===== src/rtl/irq_prio_pkg.sv =====
package irq_prio_pkg;
  localparam logic [7:0] OFF_PEND_HI = 8'h00;
  localparam logic [7:0] OFF_PEND_LO = 8'h04;
  localparam logic [7:0] OFF_MASK_HI = 8'h08;
  localparam logic [7:0] OFF_MASK_LO = 8'h0C;
  localparam logic [7:0] OFF_FRC_HI  = 8'h10;
  localparam logic [7:0] OFF_FRC_LO  = 8'h14;
  localparam logic [7:0] OFF_MSET    = 8'h1C;
  localparam logic [7:0] OFF_MCLR    = 8'h1D;
  localparam logic [7:0] OFF_VEC     = 8'hE0;
  localparam logic [1:0] LVL_PAGE    = 2'b01;  // offsets 0x40..0x7F
  localparam int         ALL_BIT     = 6;

  typedef enum logic [2:0] {
    WR_NONE, WR_MASK_HI, WR_MASK_LO, WR_MSET, WR_MCLR, WR_LEVEL
  } wr_kind_e;

  function automatic wr_kind_e decode_wr(input logic [7:0] a);
    if (a[7:6] == LVL_PAGE) return WR_LEVEL;
    case (a)
      OFF_MASK_HI: return WR_MASK_HI;
      OFF_MASK_LO: return WR_MASK_LO;
      OFF_MSET:    return WR_MSET;
      OFF_MCLR:    return WR_MCLR;
      default:     return WR_NONE;
    endcase
  endfunction
endpackage


===== src/rtl/irq_cfg_regs.sv =====
module irq_cfg_regs
  import irq_prio_pkg::*;
#(
  parameter int NUM_SRC = 64,
  parameter int LVL_W   = 8,
  parameter int DATA_W  = 32,
  localparam int IDX_W  = $clog2(NUM_SRC)
) (
  input  logic                            clk,
  input  logic                            rst,
  input  logic [NUM_SRC-1:0]              irq_in,
  input  logic [7:0]                      bus_addr,
  input  logic                            bus_wr,
  input  logic [DATA_W-1:0]               bus_wdata,
  output logic [NUM_SRC-1:0]              pend_q,
  output logic [NUM_SRC-1:0]              mask_q,
  output logic [NUM_SRC-1:0]              en_q,
  output logic [NUM_SRC-1:0][LVL_W-1:0]   lvl_q
);
  wr_kind_e         kind;
  logic [IDX_W-1:0] sel;
  logic             all_cmd;

  assign kind    = bus_wr ? decode_wr(bus_addr) : WR_NONE;
  assign sel     = bus_wdata[IDX_W-1:0];
  assign all_cmd = bus_wdata[ALL_BIT];

  // pending simply samples the request lines
  always_ff @(posedge clk) begin
    if (rst) pend_q <= '0;
    else     pend_q <= irq_in;
  end

  always_ff @(posedge clk) begin
    if (rst) begin
      mask_q <= '1;
    end else begin
      case (kind)
        WR_MASK_HI: mask_q[NUM_SRC-1:DATA_W] <= bus_wdata[NUM_SRC-DATA_W-1:0];
        WR_MASK_LO: mask_q[DATA_W-1:0]       <= bus_wdata;
        WR_MSET:    if (all_cmd) mask_q <= '1; else mask_q[sel] <= 1'b1;
        WR_MCLR:    if (all_cmd) mask_q <= '0; else mask_q[sel] <= 1'b0;
        default: ;
      endcase
    end
  end

  // one level byte and enable per source
  for (genvar i = 0; i < NUM_SRC; i++) begin : g_src
    always_ff @(posedge clk) begin
      if (rst) begin
        lvl_q[i] <= '0;
        en_q[i]  <= 1'b0;
      end else if (kind == WR_LEVEL && bus_addr[IDX_W-1:0] == IDX_W'(i)) begin
        lvl_q[i] <= bus_wdata[LVL_W-1:0];
        en_q[i]  <= |bus_wdata[LVL_W-1:0];
      end
    end
  end

  AST_PEND_TRACKS: assert property (@(posedge clk) disable iff (rst)
    1'b1 |=> pend_q == $past(irq_in));
  AST_LVL_ZERO_OFF: assert property (@(posedge clk) disable iff (rst)
    (bus_wr && bus_addr[7:6] == LVL_PAGE && bus_wdata[LVL_W-1:0] == '0)
    |=> !en_q[$past(bus_addr[IDX_W-1:0])]);
  AST_MASK_ALL_SET: assert property (@(posedge clk) disable iff (rst)
    (bus_wr && bus_addr == OFF_MSET && bus_wdata[ALL_BIT]) |=> &mask_q);
  AST_MASK_ALL_CLR: assert property (@(posedge clk) disable iff (rst)
    (bus_wr && bus_addr == OFF_MCLR && bus_wdata[ALL_BIT]) |=> mask_q == '0);
  AST_UNDEF_WR_NOP: assert property (@(posedge clk) disable iff (rst)
    (bus_wr && bus_addr[7:6] != LVL_PAGE && bus_addr != OFF_MASK_HI &&
     bus_addr != OFF_MASK_LO && bus_addr != OFF_MSET && bus_addr != OFF_MCLR)
    |=> $stable(mask_q) && $stable(en_q) && $stable(lvl_q));
endmodule


===== src/rtl/irq_arb_tree.sv =====
module irq_arb_tree #(
  parameter int NUM_SRC = 64,
  parameter int LVL_W   = 8,
  localparam int IDX_W  = $clog2(NUM_SRC),
  localparam int NODES  = 2 * NUM_SRC
) (
  input  logic                          clk,
  input  logic                          rst,
  input  logic [NUM_SRC-1:0]            active,
  input  logic [NUM_SRC-1:0][LVL_W-1:0] lvl,
  output logic                          win_v,
  output logic [LVL_W-1:0]              win_lvl,
  output logic [IDX_W-1:0]              win_idx
);
  // heap layout: node 1 is the root, node NUM_SRC+i is leaf i
  logic             node_v [1:NODES-1];
  logic [LVL_W-1:0] node_l [1:NODES-1];
  logic [IDX_W-1:0] node_x [1:NODES-1];

  for (genvar i = 0; i < NUM_SRC; i++) begin : g_leaf
    assign node_v[NUM_SRC+i] = active[i];
    assign node_l[NUM_SRC+i] = lvl[i];
    assign node_x[NUM_SRC+i] = IDX_W'(i);
  end

  // child 2k holds lower indices, child 2k+1 higher; ties go to the higher side
  for (genvar k = 1; k < NUM_SRC; k++) begin : g_node
    logic take_hi;
    assign take_hi   = node_v[2*k+1] && (!node_v[2*k] || node_l[2*k+1] >= node_l[2*k]);
    assign node_v[k] = node_v[2*k] | node_v[2*k+1];
    assign node_l[k] = take_hi ? node_l[2*k+1] : node_l[2*k];
    assign node_x[k] = take_hi ? node_x[2*k+1] : node_x[2*k];
  end

  assign win_v   = node_v[1];
  assign win_lvl = node_l[1];
  assign win_idx = node_x[1];

  AST_WIN_IS_ACTIVE: assert property (@(posedge clk) disable iff (rst)
    win_v |-> active[win_idx]);
  AST_WIN_LVL_MATCH: assert property (@(posedge clk) disable iff (rst)
    win_v |-> win_lvl == lvl[win_idx]);
endmodule


===== src/rtl/irq_readback.sv =====
module irq_readback
  import irq_prio_pkg::*;
#(
  parameter int NUM_SRC = 64,
  parameter int LVL_W   = 8,
  parameter int DATA_W  = 32,
  parameter int VEC_W   = 8,
  localparam int IDX_W  = $clog2(NUM_SRC)
) (
  input  logic                          clk,
  input  logic                          rst,
  input  logic [7:0]                    bus_addr,
  input  logic                          bus_rd,
  input  logic [NUM_SRC-1:0]            pend_q,
  input  logic [NUM_SRC-1:0]            mask_q,
  input  logic [NUM_SRC-1:0][LVL_W-1:0] lvl_q,
  input  logic [VEC_W-1:0]              vec_q,
  output logic [DATA_W-1:0]             bus_rdata
);
  localparam int HI_W = NUM_SRC - DATA_W;

  logic [NUM_SRC-1:0] force_q;  // no write path
  logic [DATA_W-1:0]  rd_mux;

  assign force_q = '0;

  always_comb begin
    rd_mux = '0;
    if (bus_addr[7:6] == LVL_PAGE) begin
      rd_mux = DATA_W'(lvl_q[bus_addr[IDX_W-1:0]]);
    end else begin
      case (bus_addr)
        OFF_PEND_HI: rd_mux = DATA_W'(pend_q[NUM_SRC-1 -: HI_W]);
        OFF_PEND_LO: rd_mux = pend_q[DATA_W-1:0];
        OFF_MASK_HI: rd_mux = DATA_W'(mask_q[NUM_SRC-1 -: HI_W]);
        OFF_MASK_LO: rd_mux = mask_q[DATA_W-1:0];
        OFF_FRC_HI:  rd_mux = DATA_W'(force_q[NUM_SRC-1 -: HI_W]);
        OFF_FRC_LO:  rd_mux = force_q[DATA_W-1:0];
        OFF_VEC:     rd_mux = DATA_W'(vec_q);
        default:     rd_mux = '0;
      endcase
    end
  end

  always_ff @(posedge clk) begin
    if (rst)         bus_rdata <= '0;
    else if (bus_rd) bus_rdata <= rd_mux;
  end

  AST_FORCE_READS_ZERO: assert property (@(posedge clk) disable iff (rst)
    (bus_rd && (bus_addr == OFF_FRC_HI || bus_addr == OFF_FRC_LO)) |=> bus_rdata == '0);
  AST_RDATA_HOLDS: assert property (@(posedge clk) disable iff (rst)
    !bus_rd |=> $stable(bus_rdata));
endmodule


===== src/rtl/irq_prio_ctrl.sv =====
module irq_prio_ctrl #(
  parameter int NUM_SRC  = 64,
  parameter int LVL_W    = 8,
  parameter int DATA_W   = 32,
  parameter int VEC_W    = 8,
  parameter int VEC_BASE = 64,
  parameter int SPUR_VEC = 24
) (
  input  logic                clk,
  input  logic                rst,
  input  logic [NUM_SRC-1:0]  irq_in,
  input  logic [7:0]          bus_addr,
  input  logic                bus_wr,
  input  logic                bus_rd,
  input  logic [DATA_W-1:0]   bus_wdata,
  output logic [DATA_W-1:0]   bus_rdata,
  output logic [LVL_W-1:0]    irq_lvl,
  output logic [VEC_W-1:0]    irq_vec
);
  localparam int              IDX_W = $clog2(NUM_SRC);
  localparam logic [VEC_W-1:0] VB   = VEC_W'(VEC_BASE);
  localparam logic [VEC_W-1:0] VS   = VEC_W'(SPUR_VEC);

  logic [NUM_SRC-1:0]            pend_q, mask_q, en_q, active;
  logic [NUM_SRC-1:0][LVL_W-1:0] lvl_q;
  logic                          win_v;
  logic [LVL_W-1:0]              win_lvl;
  logic [IDX_W-1:0]              win_idx;

  irq_cfg_regs #(.NUM_SRC(NUM_SRC), .LVL_W(LVL_W), .DATA_W(DATA_W)) i_regs (
    .clk(clk), .rst(rst), .irq_in(irq_in), .bus_addr(bus_addr), .bus_wr(bus_wr),
    .bus_wdata(bus_wdata), .pend_q(pend_q), .mask_q(mask_q), .en_q(en_q), .lvl_q(lvl_q));

  assign active = pend_q & en_q & ~mask_q;

  irq_arb_tree #(.NUM_SRC(NUM_SRC), .LVL_W(LVL_W)) i_arb (
    .clk(clk), .rst(rst), .active(active), .lvl(lvl_q),
    .win_v(win_v), .win_lvl(win_lvl), .win_idx(win_idx));

  always_ff @(posedge clk) begin
    if (rst) begin
      irq_lvl <= '0;
      irq_vec <= VS;
    end else if (win_v) begin
      irq_lvl <= win_lvl;
      irq_vec <= VB + VEC_W'(win_idx);
    end else begin
      irq_lvl <= '0;
      irq_vec <= VS;
    end
  end

  irq_readback #(.NUM_SRC(NUM_SRC), .LVL_W(LVL_W), .DATA_W(DATA_W), .VEC_W(VEC_W)) i_rd (
    .clk(clk), .rst(rst), .bus_addr(bus_addr), .bus_rd(bus_rd), .pend_q(pend_q),
    .mask_q(mask_q), .lvl_q(lvl_q), .vec_q(irq_vec), .bus_rdata(bus_rdata));

  AST_IDLE_SPURIOUS: assert property (@(posedge clk) disable iff (rst)
    (irq_lvl == '0) |-> (irq_vec == VS));
  AST_OUT_FOLLOWS_WIN: assert property (@(posedge clk) disable iff (rst)
    $past(win_v) |-> (irq_lvl == $past(win_lvl) && irq_vec == VB + VEC_W'($past(win_idx))));
endmodule


===== config.mk =====
export PLATFORM = sky130hd
export DESIGN_NAME = irq_prio_ctrl
export DESIGN_NICKNAME = d
export VERILOG_FILES = /design/src/rtl/irq_prio_pkg.sv /design/src/rtl/irq_cfg_regs.sv /design/src/rtl/irq_arb_tree.sv /design/src/rtl/irq_readback.sv /design/src/rtl/irq_prio_ctrl.sv
export SDC_FILE = /design/constraint.sdc
export NUM_CORES = 2
export LEC_CHECK = 0
export BUFFER_PORTS_ARGS = -buffer_cell sky130_fd_sc_hd__buf_2
export CAP_MARGIN = 40
export CORE_ASPECT_RATIO = 1.4
export CORE_MARGIN = 5
export CORE_UTILIZATION = 40
export CTS_CLUSTER_SIZE = 20
export DETAILED_ROUTE_END_ITERATION = 7
export PLACE_DENSITY_LB_ADDON = 0.15
export SLEW_MARGIN = 40
export SYNTH_ARGS = -nofsm -noshare
export SYNTH_HDL_FRONTEND = slang
export SYNTH_HIERARCHICAL = 1
export SYNTH_SLANG_ARGS = --single-unit

===== constraint.sdc =====
create_clock -name clk -period 14.09 [get_ports clk]
set_input_delay 0.7045 -clock clk [delete_from_list [all_inputs] [get_ports clk]]
set_output_delay 0.7045 -clock clk [all_outputs]
set_load 0.1 [all_outputs]

# Word-level counts from Yosys, hierarchy flattened

Cells that the tools add are included.

Add/subtract/negate cells: 1
Order comparisons: 66
Equality and inequality tests: 75
Multiplexer cells: 141
Bitwise logic cells: 70
Reduce and logical (&&, ||, !) cells: 260

Operators with widths:

| operator                                      | number |
|---|---|
| two-way mux 8 bit                             | 64 |
| greater-or-equal comparator 8 bit             | 63 |
| bitwise AND 64 bit                            | 3 |
| == test 6 bit, second input constant          | 32 |
| case mux 32 bit (3 select lines)              | 2 |
| case mux 32 bit (5 select lines)              | 1 |
| logical AND 1 bit                             | 128 |
| two-way mux 64 bit                            | 2 |
| NOT 64 bit                                    | 2 |
| == test 6 x 5 -> 1 bit, second input constant | 16 |
| OR 64 bit                                     | 1 |
| logical NOT 1 bit                             | 63 |
| logical OR 1 bit                              | 63 |
| OR 1 bit                                      | 63 |
| binary-select mux 8 bit (select 6 bit)        | 1 |
| == test 6 x 4 -> 1 bit, second input constant | 8 |
| two-way mux 1 bit                             | 34 |
| two-way mux 3 bit                             | 11 |
| two-way mux 2 bit                             | 16 |
| two-way mux 32 bit                            | 1 |
| == test 6 x 3 -> 1 bit, second input constant | 4 |
| == test 8 x 4 -> 1 bit, second input constant | 2 |
| == test 8 x 5 -> 1 bit, second input constant | 2 |
| two-way mux 4 bit                             | 4 |
| other kinds (21)                              | 27 |

Register bits after elaboration: 752
Input port bits: 108
Output and inout bits: 48
Word-level logic and storage cells: 747

# Longest topological paths before layout

Depth after elaboration: 27
Gate-level depth with buffers: 75
Gate-level depth less buffers: 73

# By module

Netlist, hierarchy kept.

Modules (own cells, without submodules):

| module        | times used | cells each | area each (um^2) | seq. area each (um^2) |
|---|---|---|---|---|
| irq_cfg_regs  | 1          | 2720       | 26948.3          | 14093.5 |
| irq_arb_tree  | 1          | 2712       | 19224.7          | 0.0 |
| irq_readback  | 1          | 560        | 6448.7           | 640.6 |
| irq_prio_ctrl | 1          | 98         | 1013.5           | 300.3 |

# Worst setup path after synthesis

No wires, ideal clock.

Path kind: register to register
Start: register i_regs/lvl_q[274] in the netlist's numbering
End: register irq_lvl[3]
Setup time: 0.116 ns
Data arrival time: 12.479 ns
Required time: 13.974 ns
Setup slack: 1.496 ns
Stages on the path, launching flop included: 72
Buffers on the path: 7
Clock period less this slack: 12.594 ns
Cells stage by stage: dfxtp_1 -> inv_1 -> ha_1 -> nand2_1 -> o21ai_0 -> nand4_1 -> a311oi_2 -> clkbuf_1 -> nor2_1 -> a21oi_1 -> inv_1 -> ha_1 -> a21o_1 -> a21o_1 -> a211oi_1 -> nand3_1 -> a21oi_1 -> a311oi_1 -> (+36 left out) -> clkbuf_1 -> mux2i_1 -> inv_1 -> ha_1 -> a21o_1 -> a21o_1 -> a21oi_1 -> nor2b_1 -> o21ai_0 -> nand2b_1 -> a21o_1 -> a211oi_1 -> or2_2 -> clkbuf_1 -> inv_1 -> clkbuf_1 -> a221o_1 -> and3b_1

Word-level cells in the longest chain between the ends: 24

RTL lines:

| element                               | RTL line            | source |
|---|---|---|
| from (decl)                           | irq_cfg_regs.sv:18  | `output logic [NUM_SRC-1:0][LVL_W-1:0] lvl_q` |
| from (signal, indexed assignment)     | irq_cfg_regs.sv:55  | `lvl_q[i] <= bus_wdata[LVL_W-1:0];` |
| greater-or-equal comparator 8 bit     | irq_arb_tree.sv:29  | `assign take_hi = node_v[2*k+1] && (!node_v[2*k] \|\| node_l[2*k+1] >= node_l[2*k]);` |
| logical OR 1 bit                      | irq_arb_tree.sv:29  |  |
| logical AND 1 bit                     | irq_arb_tree.sv:29  |  |
| two-way mux 8 bit (*)                 | irq_arb_tree.sv:31  | `assign node_l[k] = take_hi ? node_l[2*k+1] : node_l[2*k];` |
| greater-or-equal comparator 8 bit     | irq_arb_tree.sv:29  |  |
| logical OR 1 bit                      | irq_arb_tree.sv:29  |  |
| logical AND 1 bit                     | irq_arb_tree.sv:29  |  |
| two-way mux 8 bit (*)                 | irq_arb_tree.sv:31  |  |
| (+10 left out)                        | n/a                 |  |
| logical AND 1 bit                     | irq_arb_tree.sv:29  |  |
| two-way mux 8 bit (*)                 | irq_arb_tree.sv:31  |  |
| greater-or-equal comparator 8 bit (*) | irq_arb_tree.sv:29  |  |
| logical OR 1 bit (*)                  | irq_arb_tree.sv:29  |  |
| logical AND 1 bit (*)                 | irq_arb_tree.sv:29  |  |
| named net i_arb.g_node[1].take_hi     | irq_arb_tree.sv:28  | `logic take_hi;` |
| two-way mux 8 bit (*)                 | irq_arb_tree.sv:31  |  |
| named net win_lvl[3]                  | irq_prio_ctrl.sv:27 | `logic [LVL_W-1:0] win_lvl;` |
| to (signal assigned)                  | irq_prio_ctrl.sv:45 | `irq_lvl <= win_lvl;` |
| to (decl)                             | irq_prio_ctrl.sv:17 | `output logic [LVL_W-1:0] irq_lvl,` |

Mark *: on every way through the listed nets, which the timed path passes. The rest lies on a longest branch.
A chain may end at the register's enable or synchronous reset.

# Final worst setup path

Start: register i_regs/lvl_q[210] in the netlist's numbering
End: register irq_vec[0]

Word-level cells in the longest chain between the ends: 25
Elaborated cells on any way between the ends: 30
Those cells by class: add/sub (1); order compare (6); mux (11); reduce/logical (12)

RTL lines:

| element                           | RTL line            | source |
|---|---|---|
| greater-or-equal comparator 8 bit | irq_arb_tree.sv:29  |  |
| logical OR 1 bit                  | irq_arb_tree.sv:29  |  |
| logical AND 1 bit                 | irq_arb_tree.sv:29  |  |
| two-way mux 8 bit                 | irq_arb_tree.sv:31  |  |
| greater-or-equal comparator 8 bit | irq_arb_tree.sv:29  |  |
| logical OR 1 bit                  | irq_arb_tree.sv:29  |  |
| logical AND 1 bit                 | irq_arb_tree.sv:29  |  |
| two-way mux 8 bit                 | irq_arb_tree.sv:31  |  |
| (+10 left out)                    | n/a                 |  |
| logical AND 1 bit                 | irq_arb_tree.sv:29  |  |
| two-way mux 8 bit                 | irq_arb_tree.sv:31  |  |
| greater-or-equal comparator 8 bit | irq_arb_tree.sv:29  |  |
| logical OR 1 bit                  | irq_arb_tree.sv:29  |  |
| logical AND 1 bit                 | irq_arb_tree.sv:29  |  |
| two-way mux 6 bit (*)             | irq_arb_tree.sv:32  | `assign node_x[k] = take_hi ? node_x[2*k+1] : node_x[2*k];` |
| named net win_idx[0]              | irq_prio_ctrl.sv:28 | `logic [IDX_W-1:0] win_idx;` |
| adder 7 x 6 -> 8 bit (*)          | irq_prio_ctrl.sv:46 | `irq_vec <= VB + VEC_W'(win_idx);` |
| to (signal assigned)              | irq_prio_ctrl.sv:46 |  |
| to (decl)                         | irq_prio_ctrl.sv:18 | `output logic [VEC_W-1:0] irq_vec` |

Marks and branches as above.

==> results.tsv <==
metric	value	unit
maxUsedRoutingLayer	met4	
met1Wirelength	82700	µm
dieWidth	319	µm
setup_violations	0	
crit_type	flip-flop to flip-flop	
path_clk_slew	0.06	ns
first_pass_iters	6	
cpPeakStageDelay	0.67	ns
drt-initial-drc-count	3956	
synth_area_leaders	dfxtp_1 28%, mux2i_1 16%, ha_1 11%, nor2_1 6.0%, mux4_2 5.7%	
clk_latency	0.73	ns
worst_hold_path_type	primary input to flip-flop	
wl_per_cell	26.9	µm
drv_slew	0	
rows	159	
dpl.hpwl	160000	µm
status	complete, no violations	
required	14.70	ns
postPlaceCellArea	0.0559	mm²
drc	0	
ctsHoldBuffers	0	
n_fill_cell	13281	
grtUsageTotal	0.288	
ios	156	
p_leak	0.0268	µW
start_kind	flip-flop	
htree_levels	3	
grt_max_degree	83	
ir_worst_vdd	0.0000761	V
synth-warning-count	6	
start_util	0.401	
port_buffers	154	
die_h	443	µm
cts_tree	yes	
numCtsBuffers	85	
drive_above_1_share	0.125	
synth_seq_cells	751	
fin_area	0.0591	mm²
syn_avg_cell_area	8.81	µm²
fin_crit_sh	0.946	
ant_nets	0	
gp_congestion	0.978	
synthCells	6090	
pre_cts_ws	0.731	ns
relSlewSlack	0.377	
ys.flop_type	dfxtp_1	
critPathSlowestCell	mux2i_1	
grt_setup_unrepaired	no	
yosysMostFrequentCell	nor2_1	
tightest_slew	0.922	ns
setup_slack	0.761	ns
max_clock_freq	75.0	MHz
fin_setup_tns	0	ns
vias_per_cell	5.91	
r2r_setup_slack	0.76	ns
cts_buffer_depth	3	
power_density	84.1	mW/mm²
crit_top_cell	a21o_1	
core-area	0.134	mm²
synth_edf_count	0	
cts_num_sinks	751	
cp-end-kind	flip-flop	
grt_pass1_vias	45441	
wl_met2	102000	µm
async_flop_share	0	
fin_skew	0.0271	ns
area.growth.synth_to_final	10.2	%
synthDistinctLibCells	113	
maxCapViolations	0	
totalWireLength	212000	µm
synth_top_area_cell	dfxtp_1	
wl_met3	12100	µm
synthesis.area	0.0536	mm²
min_period	13.33	ns
ys_seq_area_frac	0.280	
gr-total-overflow	0	
hold_viol	0	
grt_antenna_before_repair	12	
critPathMaxFanout	21	
root_buffer	clkbuf_16	
ys_top_cells_by_count	857 x nor2_1, 835 x mux2i_1, 751 x dfxtp_1	
grt_pass1_wl	308000	µm
nets	6621	
final_core_util	0.442	
vias	46515	
total_power	4970	µW
cp.arrival	13.94	ns
netlist.area_leader.share	0.280	
die-area	0.142	mm²
==> flip-flops by register name (all words and copies together) (netlist names) <==
register	count
i_rd/bus_rdata	32
i_regs/en_q	64
i_regs/lvl_q	512
i_regs/mask_q	64
i_regs/pend_q	64
irq_lvl	8
irq_vec	7
==> final timing paths <==
| check | from | cells after the start | end |
|---|---|---|---|
| worst min register to register | i_regs/en_q[29] | 2 | i_regs/en_q[29] |
| worst max-delay path | i_regs/lvl_q[210] | 60 | irq_vec[0] |
| worst max register to register | i_regs/lvl_q[210] | 60 | irq_vec[0] |
| worst min-delay path | irq_in[23] | 2 | i_regs/pend_q[23] |
==> where the power goes <==
| group | switching [µW] | internal (µW) | leakage (µW) |
|---|---|---|---|
| registers | 21.3 | 2140 | 0.00607 |
| logic | 251 | 90.7 | 0.0193 |
| clock network | 1030 | 1440 | 0.00149 |
==> layer usage <==
metal  vias to the layer above  track usage
met5                         -            0
li1                      21621            -
met2                      1578        0.495
met1                     22835        0.341
met3                       481       0.0356
met4                         0        0.177
==> cells by family after synthesis <==
logic type	Yosys count	share of synthesized area
AND/OR/NAND/NOR	1750	0.157
AO/OA/AOI/OAI	1184	0.149
multiplexers	1052	0.232
buffers and inverters	860	0.0676
flip-flops	751	0.280
adder cells (fa/ha/maj)	492	0.115
other	1	0.0000699
==> stage by stage <==
step                std cells  hold slack [ns]
floorplan                6091            0.430
global placement         7696            0.439
detailed placement       7703            0.452
CTS                      7860            0.152
global route             7866            0.190
finish                   7871            0.196
==> critical path: cells and delay by family, from the launching register on <==
family | cells | cell delay [ns]
simple gates | 14 | 2.69
flops | 1 | 0.35
compound gates | 30 | 5.60
buf+inv | 6 | 1.08
mux | 4 | 1.76
fa+ha+maj | 6 | 1.75
==> layout by cell type, fill, tap and decap left out, drive strengths merged, types with 34 or more instances in the layout <==
master / n
a22oi: 34
and3b: 83
buf: 278
mux4: 141
inv: 431
clkbuf: 117
o21bai: 36
mux2i: 835
dfxtp: 751
ha: 489
nor2b: 140
o21ai: 264
o211ai: 76
nand2b: 70
nor2: 858
a211o: 38
a211oi: 57
nand2: 283
a21o: 91
a221o: 70
nand3: 88
a21oi: 304
and3: 34
mux2: 76
==> final cells by class <==
| class | count | area, µm² | share of cell area |
|---|---|---|---|
| multi-input cells | 4480 | 35300 | 0.598 |
| flip-flops and latches | 751 | 15000 | 0.254 |
| clock buffers | 117 | 2440 | 0.0413 |
| well taps | 1771 | 2220 | 0.0375 |
| repair buffers | 278 | 1860 | 0.0314 |
| inverters | 428 | 1610 | 0.0273 |
| clock inverters | 40 | 613 | 0.0104 |
| diodes | 6 | 15.0 | 0.000254 |
==> repair_timing <==
action,CTS,global route
setup endpoints to repair,0,10
setup buffers,0,4
resized for setup,0,7
Note: power is estimated with default switching activity, not from simulation.
